<file path="config.mk">
export PLATFORM = sky130hd
export DESIGN_NAME = shutoff_timer
export DESIGN_NICKNAME = d
export VERILOG_FILES = /design/src/rtl/stm_pkg.sv /design/src/rtl/stm_tick_sync.sv /design/src/rtl/stm_preset.sv /design/src/rtl/stm_bcd_down.sv /design/src/rtl/shutoff_timer.sv
export SDC_FILE = /design/constraint.sdc
export NUM_CORES = 1
export LEC_CHECK = 0
export BUFFER_PORTS_ARGS = -buffer_cell sky130_fd_sc_hd__buf_2
export CELL_PAD_IN_SITES_DETAIL_PLACEMENT = 1
export CELL_PAD_IN_SITES_GLOBAL_PLACEMENT = 1
export CORE_ASPECT_RATIO = 1.4
export CORE_MARGIN = 2
export CORE_UTILIZATION = 45
export CTS_CLUSTER_SIZE = 25
export DETAILED_ROUTE_END_ITERATION = 12
export GPL_TIMING_DRIVEN = 0
export PLACE_DENSITY = 0.81
export SYNTH_ARGS = -nofsm -noshare
export SYNTH_HDL_FRONTEND = slang
export SYNTH_SLANG_ARGS = --single-unit
</file>
<file path="constraint.sdc">
create_clock -name clk -period 13.88 [get_ports clk]
set_clock_uncertainty 0.1 [all_clocks]
set_input_delay 2.082 -clock clk [delete_from_list [all_inputs] [get_ports clk]]
set_output_delay 2.082 -clock clk [all_outputs]
set_load 0.1 [all_outputs]
</file>
<file path="src/rtl/stm_pkg.sv">
package stm_pkg;
    typedef enum logic [0:0] {
        ST_IDLE  = 1'b0,
        ST_COUNT = 1'b1
    } stm_state_e;

    typedef struct packed {
        logic [3:0] ht;
        logic [3:0] hu;
        logic [3:0] mt;
        logic [3:0] mu;
    } stm_bcd_t;
endpackage

</file>
<file path="src/rtl/stm_tick_sync.sv">
module stm_tick_sync #(
    parameter int STAGES = 2
) (
    input  logic clk,
    input  logic rst_n,
    input  logic tick_async,
    output logic tick_pulse
);
    logic [STAGES:0] sr;

    always_ff @(posedge clk) begin
        if (!rst_n) sr <= '0;
        else        sr <= {sr[STAGES-1:0], tick_async};
    end

    assign tick_pulse = sr[STAGES-1] & ~sr[STAGES];

    // one decrement per tick rise, so the pulse never lasts two cycles
    assert_tick_single_R5: assert property (@(posedge clk) disable iff (!rst_n)
        tick_pulse |=> !tick_pulse);
endmodule

</file>
<file path="src/rtl/stm_preset.sv">
module stm_preset
    import stm_pkg::*;
#(
    parameter int STEP_MIN  = 30,
    parameter int MAX_STEPS = 48,
    localparam int STEP_W   = $clog2(MAX_STEPS + 1)
) (
    input  logic     clk,
    input  logic     rst_n,
    input  logic     init,
    input  logic     clear,
    input  logic     inc,
    input  logic     dec,
    output logic     changed,
    output stm_bcd_t next_val
);
    logic [STEP_W-1:0] steps_q, steps_n;
    logic [15:0]       tot, hrs, mins;

    always_comb begin
        steps_n = steps_q;
        changed = 1'b0;
        if (init) begin
            steps_n = STEP_W'(1);
            changed = 1'b1;
        end else if (inc) begin
            if (steps_q < STEP_W'(MAX_STEPS)) begin
                steps_n = steps_q + STEP_W'(1);
                changed = 1'b1;
            end
        end else if (dec) begin
            if (steps_q > STEP_W'(1)) begin
                steps_n = steps_q - STEP_W'(1);
                changed = 1'b1;
            end
        end
    end

    always_comb begin
        tot         = 16'(steps_n) * 16'(STEP_MIN);
        hrs         = tot / 16'd60;
        mins        = tot % 16'd60;
        next_val.ht = 4'(hrs / 16'd10);
        next_val.hu = 4'(hrs % 16'd10);
        next_val.mt = 4'(mins / 16'd10);
        next_val.mu = 4'(mins % 16'd10);
    end

    always_ff @(posedge clk) begin
        if (!rst_n || clear) steps_q <= '0;
        else                 steps_q <= steps_n;
    end

    // the step count never leaves its clamp
    assert_preset_range_R4: assert property (@(posedge clk) disable iff (!rst_n)
        steps_q <= STEP_W'(MAX_STEPS));
endmodule

</file>
<file path="src/rtl/stm_bcd_down.sv">
module stm_bcd_down
    import stm_pkg::*;
(
    input  logic     clk,
    input  logic     rst_n,
    input  logic     clr,
    input  logic     load,
    input  stm_bcd_t load_val,
    input  logic     dec,
    output stm_bcd_t cnt,
    output logic     at_last
);
    stm_bcd_t nxt;
    logic     b_mt, b_hu, b_ht;

    always_comb begin
        nxt  = cnt;
        b_mt = (cnt.mu == 4'd0);
        b_hu = b_mt && (cnt.mt == 4'd0);
        b_ht = b_hu && (cnt.hu == 4'd0);
        nxt.mu = b_mt ? 4'd9 : cnt.mu - 4'd1;
        if (b_mt) nxt.mt = (cnt.mt == 4'd0) ? 4'd5 : cnt.mt - 4'd1;
        if (b_hu) nxt.hu = (cnt.hu == 4'd0) ? 4'd9 : cnt.hu - 4'd1;
        if (b_ht) nxt.ht = cnt.ht - 4'd1;
    end

    always_ff @(posedge clk) begin
        if (!rst_n || clr) cnt <= '0;
        else if (load)     cnt <= load_val;
        else if (dec)      cnt <= nxt;
    end

    assign at_last = (cnt == 16'h0001);

    // every digit stays a legal BCD time digit
    assert_bcd_valid_R6: assert property (@(posedge clk) disable iff (!rst_n)
        (cnt.mu <= 4'd9) && (cnt.mt <= 4'd5) && (cnt.hu <= 4'd9) && (cnt.ht <= 4'd2));
endmodule

</file>
<file path="src/rtl/shutoff_timer.sv">
module shutoff_timer
    import stm_pkg::*;
#(
    parameter int STEP_MIN    = 30,
    parameter int MAX_STEPS   = 48,
    parameter int SYNC_STAGES = 2
) (
    input  logic       clk,
    input  logic       rst_n,
    input  logic       pwr_on,
    input  logic       key_arm,
    input  logic       key_cancel,
    input  logic       key_up,
    input  logic       key_down,
    input  logic       min_tick,
    output logic       armed,
    output logic       shutdown_req,
    output logic [3:0] hrs_tens,
    output logic [3:0] hrs_units,
    output logic [3:0] min_tens,
    output logic [3:0] min_units
);
    stm_state_e state_q, state_n;
    stm_bcd_t   cnt, preset_val;
    logic       tick_p, changed, at_last;
    logic       do_arm, do_cancel, do_up, do_down, expire_now, to_idle, do_dec;

    stm_tick_sync #(.STAGES(SYNC_STAGES)) u_sync (
        .clk(clk), .rst_n(rst_n), .tick_async(min_tick), .tick_pulse(tick_p)
    );

    // priority: power, cancel, edit keys, tick
    always_comb begin
        do_arm     = (state_q == ST_IDLE)  && pwr_on && key_arm;
        do_cancel  = (state_q == ST_COUNT) && pwr_on && key_cancel;
        do_up      = (state_q == ST_COUNT) && pwr_on && !key_cancel && key_up;
        do_down    = (state_q == ST_COUNT) && pwr_on && !key_cancel && !key_up && key_down;
        expire_now = (state_q == ST_COUNT) && pwr_on && !key_cancel && !changed
                     && tick_p && at_last;
        to_idle    = (state_q == ST_COUNT) && (!pwr_on || do_cancel || expire_now);
        do_dec     = (state_q == ST_COUNT) && !to_idle && !changed && tick_p;
    end

    stm_preset #(.STEP_MIN(STEP_MIN), .MAX_STEPS(MAX_STEPS)) u_preset (
        .clk(clk), .rst_n(rst_n), .init(do_arm), .clear(to_idle),
        .inc(do_up), .dec(do_down), .changed(changed), .next_val(preset_val)
    );

    stm_bcd_down u_count (
        .clk(clk), .rst_n(rst_n), .clr(to_idle), .load(changed && !to_idle),
        .load_val(preset_val), .dec(do_dec), .cnt(cnt), .at_last(at_last)
    );

    always_comb begin
        state_n = state_q;
        unique case (state_q)
            ST_IDLE:  if (do_arm)  state_n = ST_COUNT;  // ARM
            ST_COUNT: if (to_idle) state_n = ST_IDLE;   // CANCEL, EXPIRE, POWER_DROP
        endcase
    end

    always_ff @(posedge clk) begin
        if (!rst_n) state_q <= ST_IDLE;
        else        state_q <= state_n;
    end

    always_ff @(posedge clk) begin
        if (!rst_n) shutdown_req <= 1'b0;
        else        shutdown_req <= expire_now;
    end

    assign armed     = (state_q == ST_COUNT);
    assign hrs_tens  = cnt.ht;
    assign hrs_units = cnt.hu;
    assign min_tens  = cnt.mt;
    assign min_units = cnt.mu;

    assert_pulse_one_cycle_R8: assert property (@(posedge clk) disable iff (!rst_n)
        shutdown_req |=> !shutdown_req);
    assert_fire_idle_R8: assert property (@(posedge clk) disable iff (!rst_n)
        shutdown_req |-> (!armed && cnt == 16'h0000));
    assert_idle_zero_R7: assert property (@(posedge clk) disable iff (!rst_n)
        !armed |-> (cnt == 16'h0000));
    assert_power_drop_R9: assert property (@(posedge clk) disable iff (!rst_n)
        !pwr_on |=> !armed);
    assert_arm_preset_R2: assert property (@(posedge clk) disable iff (!rst_n)
        (!armed && key_arm && pwr_on) |=> (armed && cnt == 16'h0030));
endmodule

</file>
==> out/metrics.cfg, run 1 <==
[yosys]
synth_area_um2=4340
synth_edf_count=0
synth_warnings=0
synth_fp_nets=611
syn_inst=565
synthArstFlopShare_pct=0
yosysSeqAreaShare_pct=12.4
syn-mean-instance-area_um2=7.69
ys_ff_latch=27
synth_ff_type=dfxtp_1
yosysUniqueCellTypes=98

[cells_and_area]
design_area_um2=4690
drive_gt1_share_pct=13.0
ff_latch_area_um2=541
final_cells=704
multi_input_area_um2=3560
num_antenna_cells=0
layout.nets=641
nFillCells=1213
area_growth_pct=7.95

[hold_path]
hold_class=reg2reg
hold_path_end=u_sync.sr[1]
worstHoldPathCells=1
hold_start=u_sync.sr[0]

[floorplan]
io_pins=26
start_util_pct=46.2
die_area_um2=10500
die_x_um=87.0
rows=42
coreArea_um2=9410
die_h_um=120

[worst_setup_path]
path_max_fanout=10
crit_slowest_cell=a211oi_2
worstPathRequired_ps=13940
start_kind=input port
cpMostUsedCell=fa_1
r2r_cells=37
max_stage_delay_ps=630
critPathArrivalTime_ps=12430
rr_endpoint=u_count.cnt[3]
crit_path_end_kind=flop
r2r_start=u_preset.steps_q[0]
worstSetupPathType=in2reg
r2r_slack_ps=2670

[sta]
drv_slew=0
hold_violations=0
setup_slack_ps=1510
min_period_over_period_pct=89.1
tightestPinTransition_ps=1360
slew_headroom_pct=8.32
fmax_ghz=0.0808
timing.hold.ws_ps=342
grt_setup_unrepaired=no
setup_tns_ps=0
setup_viol=0
min_period_ps=12370

[drt]
drc=0
vias=4614
antenna_left=0
wire_per_inst_um=19.7
drt_wl_total_um=13900
via_per_inst=6.55
drt_first_pass_iters=4
drt_iter0_drc=132

[clock_tree]
post_cts_resize_count=0
clock_sinks=27
cts_setup_buffers=0
cts-root-buf=clkbuf_16
cts_buffer_depth=2
clock_latency_ps=270
clk_pin_slew_ps=70
postCtsHoldBufs=0
numCtsBuffers=3
cts_htree_levels=1
cts_tree=built

[global_routing]
antenna_found_initial=0
overflow=0
grt_pass1_wl_um=23000
grt_use_met3_pct=1.16
met2_usage_pct=50.8
grt_pass1_vias=4765
grt_max_degree=17
globalRouteTotalUtil_pct=26.7
use_met1_pct=30.5
busiest_layer=met2

[run]
drv_cap=0

[placement]
post-place-ws_ps=1320
portBuffers=25
dp.cells=700
dpl_cell_area_um2=4610
dp_hpwl_um=11100
gp_congestion=0.960

[pwr]
leakage_uw=0.00190
irDropWorstVdd_mv=0.0667
p_per_area_nw_per_um2=146

[run_status]
status=finished, final reports clean

per-stage QoR:
| step | util, % | total power, uW |
|---|---|---|
| floorplan | - | 498 |
| global placement | 49.0 | 588 |
| detailed placement | 49.0 | 608 |
| CTS | 49.8 | 680 |
| global route | 49.8 | 733 |
| finish | 49.8 | 683 |
power by group:
group / total [uW] / switching, uW / internal (uW)
Combinational: 523 / 343 / 180
Sequential: 90.7 / 7.16 / 83.5
Clock: 69.5 / 30.1 / 39.3
worst max-delay path: cells and delay by family:
family          cells  cell delay [ps]
xor+xnor            2              470
compound gates     10             3870
mux                 1              400
fa+ha+maj           4             1750
simple gates       11             2650
buf+inv             8             1180
flip-flops by register name (all words and copies together), names as in the netlist:
name and cells:
armed 1, shutdown_req 1, u_count.cnt 16, u_preset.steps_q 6, u_sync.sr 3
layout by cell type (no fill, tap or decap), types with 9 or more instances in the layout:
cell type,Yosys,layout
nor2_1,56,56
a21oi_1,36,36
inv_1,34,34
ha_1,31,31
buf_2,4,29
nand2_1,27,27
dfxtp_1,27,27
nor3_1,22,22
o21ai_0,20,20
xnor2_1,20,20
nand3_1,19,19
a211oi_1,16,16
clkbuf_1,14,14
a21o_1,11,11
and2_1,10,10
or3_1,10,10
nor4_1,10,10
and3_1,9,9
per-layer routing:
layer / vias up / share of wire [%]
met5: - / 0
met4: 0 / 3.1
met3: 28 / 2.0
met2: 82 / 54
met1: 2295 / 41
li1: 2209 / -
Yosys cell counts (6+ instances only):
cell / number / area, um^2
nor3_1: 22 / 110
nand2b_1: 6 / 37.5
dfxtp_1: 27 / 541
and3_1: 9 / 56.3
a31oi_1: 7 / 43.8
nor2b_1: 6 / 37.5
nor2_1: 56 / 210
a211o_1: 6 / 52.6
and2_1: 10 / 62.6
a21o_1: 11 / 82.6
clkbuf_1: 14 / 52.6
or3_1: 10 / 62.6
a211oi_1: 16 / 120
xor2_1: 7 / 61.3
a21oi_1: 36 / 180
fa_1: 7 / 140
o21ai_0: 20 / 100
nand2_1: 27 / 101
nand3_1: 19 / 95.1
xnor2_1: 20 / 175
inv_1: 34 / 128
nor4_1: 10 / 62.6
ha_1: 31 / 388
layout make-up:
class	count	area share, %
clock inverters	1	0.160
plain buffers	21	2.03
well taps	110	2.94
repair buffers	25	2.67
clock buffers	3	1.60
flip-flops and latches	27	11.5
inverters	38	3.10
multi-input cells	479	76.0
worst max-delay path by stage:
stage          startpoint        endpoint  cells after the start
6_report       key_cancel  u_count.cnt[3]                     36
5_1_grt        key_cancel  u_count.cnt[3]                     34
4_1_cts        key_cancel  u_count.cnt[3]                     36
3_5_place_dp   key_cancel  u_count.cnt[3]                     36
3_3_place_gp   key_cancel  u_count.cnt[3]                     36
2_1_floorplan  key_cancel  u_count.cnt[3]                     35
cell families (layout without fill, tap and decap cells):
family,Yosys count,after routing,synth area share [%]
buffers and inverters,59,88,5.53
AND/OR/NAND/NOR,212,212,26.9
AO/OA/AOI/OAI,194,194,35.0
flip-flops,27,27,12.4
multiplexers,6,6,1.81
adder cells (fa/ha/maj),38,38,12.2
XOR/XNOR,29,29,6.19
Note: power is estimated with default switching activity, not from simulation.
==> inputs of run 2 (changes only) <==
--- a/config.mk
+++ b/config.mk
@@ -7,2 +7,3 @@
 export LEC_CHECK = 0
+export ABC_AREA = 1
 export BUFFER_PORTS_ARGS = -buffer_cell sky130_fd_sc_hd__buf_2
@@ -12,7 +13,7 @@
 export CORE_MARGIN = 2
-export CORE_UTILIZATION = 45
-export CTS_CLUSTER_SIZE = 25
+export CORE_UTILIZATION = 44
+export CTS_CLUSTER_SIZE = 16
 export DETAILED_ROUTE_END_ITERATION = 12
 export GPL_TIMING_DRIVEN = 0
-export PLACE_DENSITY = 0.81
+export PLACE_DENSITY = 0.84
 export SYNTH_ARGS = -nofsm -noshare
--- a/constraint.sdc
+++ b/constraint.sdc
@@ -4,2 +4,2 @@
 set_output_delay 2.082 -clock clk [all_outputs]
-set_load 0.1 [all_outputs]
+set_load 0.02 [all_outputs]
==> run 2 against run 1 <==
Effect of this change: flip-flop and latch count is the same; non-clock buffer count decreased by 15; synthesized area increased by 3.1%; global-route usage is 2.5 points lower; critical path depth rose by 26; fmax is 7.6% higher; register-to-register slack improved by 1100 ps; worst setup slack better by 870 ps; total power is 37% lower; count of clock-buffer cells in the layout up 1; critical path type unchanged; largest cell class unchanged.
==> out/metrics.cfg, run 2 <==
[run_status]
status=finished, final reports clean

[yosys]
synth_area_leaders=nand2_1, dfxtp_1, inv_1
synthArstFlopShare_pct=0  ; unchanged
synth_common_cells=nand2_1, inv_1, nor2_1
synth_edf_count=0  ; unchanged
syn_inst=736  ; +30%
synth.most_common_cell=nand2_1
yosys.area.top_type=nand2_1
yosysSeqAreaShare_pct=12.1  ; -0.37 points
synth_area_um2=4480  ; +3.1%
syn-mean-instance-area_um2=6.08  ; -21%
synth_warnings=0  ; unchanged
ys_ff_latch=27  ; unchanged
synth_fp_nets=782  ; +28%
yosysUniqueCellTypes=51  ; -48%
synthDominantCellAreaShare_pct=13.9  ; +1.5 points
synth_ff_type=dfxtp_1

[worst_setup_path]
worstSetupPathType=in2reg
cpMostUsedCell=nand2_2
crit_slowest_cell=fa_1
start_kind=input port
path_max_fanout=10  ; unchanged
critPathArrivalTime_ps=11610  ; -820 ps
worstPathRequired_ps=13990  ; +50 ps
max_stage_delay_ps=610  ; -20 ps
crit_path_end_kind=flop

[global_routing]
antenna_found_initial=0  ; unchanged
globalRouteTotalUtil_pct=24.1  ; -2.5 points
grt_pass1_wl_um=21700  ; -5.4%
overflow=0  ; unchanged
grt_pass1_vias=4955  ; +4.0%
grt_max_degree=15  ; -2

[clock_tree]
clock_latency_ps=270  ; about the same
clk_pin_slew_ps=70  ; about the same
numCtsBuffers=3  ; unchanged
cts_tree=built
cts-root-buf=clkbuf_16
postCtsHoldBufs=0  ; unchanged
cts_htree_levels=1  ; unchanged
cts_buffer_depth=2  ; unchanged
cts_setup_buffers=0  ; unchanged
post_cts_resize_count=0  ; unchanged
clock_sinks=27  ; unchanged

[drt]
drc=0  ; unchanged
drt_first_pass_iters=4  ; unchanged
vias=4745  ; +2.8%
drt_wl_total_um=12600  ; -9.3%
drt_iter0_drc=106  ; -20%
wire_per_inst_um=14.0  ; -29%
antenna_left=0  ; unchanged
via_per_inst=5.27  ; -20%

[pwr]
leakage_uw=0.00258  ; +36%
p_per_area_nw_per_um2=88.1  ; -40%
irDropWorstVdd_mv=0.0616  ; -7.6%

[placement]
portBuffers=25  ; unchanged
gp_congestion=0.821  ; -14%
post-place-ws_ps=2160  ; +837 ps
dpl_cell_area_um2=4770  ; +3.6%
dp_hpwl_um=10700  ; -3.6%

[cells_and_area]
largest_reg_flops=16  ; unchanged
final_core_util_pct=49.0  ; -0.86 points
drive_gt1_share_pct=16.6  ; +3.6 points
final_common_cell=nand2_1
num_antenna_cells=0  ; unchanged
reg.largest.list=u_count.cnt (16), u_preset.steps_q (6), u_sync.sr (3)
final_cell_mix=nand2_1, inv_1, nor2_1
design_area_um2=4850  ; +3.4%
layout.nets=812  ; +27%
area_growth_pct=8.33
largest-register=u_count.cnt

[sta]
grt_setup_unrepaired=no
slew_headroom_pct=48.6  ; +40 points
setup_viol=0  ; unchanged
setup_tns_ps=0  ; unchanged
min_period_ps=11500  ; -869 ps
setup_slack_ps=2380  ; +869 ps
timing.hold.ws_ps=330  ; -11.1 ps
fmax_ghz=0.0869  ; +7.6%
drv_slew=0  ; unchanged
min_period_over_period_pct=82.9  ; -6.3 points
hold_violations=0  ; unchanged
tightestPinTransition_ps=767  ; -595 ps

[floorplan]
die_h_um=123  ; +2.6%
start_util_pct=45.2  ; -0.96 points
coreArea_um2=9900  ; +5.2%
io_pins=26  ; unchanged
rows=43  ; +2.4%
die_area_um2=11000  ; +5.2%
die_x_um=89.2  ; +2.5%

[hold_path]
hold_class=reg2reg

[run]
drv_cap=0  ; unchanged

==> run 2: power breakdown <==
part	switching (uW)	leakage, uW	internal (uW)
combinational	184	0.00232	85.4
clock	29.5	0.0000382	39.5
sequential	6.52	0.000220	82.6
==> run 2: kinds of logic after synthesis <==
family / count (synthesis) / synth area share, %
AO/OA/AOI/OAI: 103 / 14.1
AND/OR/NAND/NOR: 402 / 45.2
adder cells (fa/ha/maj): 38 / 11.8
buffers and inverters: 142 / 12.1
XOR/XNOR: 24 / 4.70
flip-flops: 27 / 12.1
==> run 2: routing by layer <==
layer	vias up	wire length, um	track usage (%)	part of all wire (%)
li1	2421	-	-	-
met1	2242	5120	26.1	41
met2	59	6910	47.0	55
met3	23	180	1.27	1.4
met4	0	398	9.89	3.2
met5	-	0	0	0
==> run 2: worst max-delay path: cells and delay by family <==
family          cells  cell delay (ps)
fa+ha+maj           4             1930
buf+inv            10             1180
simple gates       39             4610
compound gates      8             1500
xor+xnor            1              290
==> run 2: final timing paths <==
path / from / endpoint / slack (ps) / cells past startpoint
worst max-delay path: key_cancel / u_count.cnt[2] / 2380 / 62
worst min-delay path: u_sync.sr[0] / u_sync.sr[1] / 330 / 2
worst max register to register: u_preset.steps_q[0] / u_count.cnt[2] / 3770 / 64
worst min register to register: u_sync.sr[0] / u_sync.sr[1] / 330 / 2
==> run 2: through the flow <==
stage	total power, uW	std cells
after detailed placement	357	896
after CTS	429	900
final	427	900
after global routing	465	900
after floorplan	298	736
after global placement	337	896
==> run 2: cell type report <==
class                           count  area [um^2]
Buffer                              6         32.5
Multi-Input combinational cell    567         3390
Inverter                          136          510
Sequential cell                    27          541
Clock buffer                        4         78.8
Fill cell                        1476         5050
Tap cell                          135          169
Timing Repair Buffer               25          125
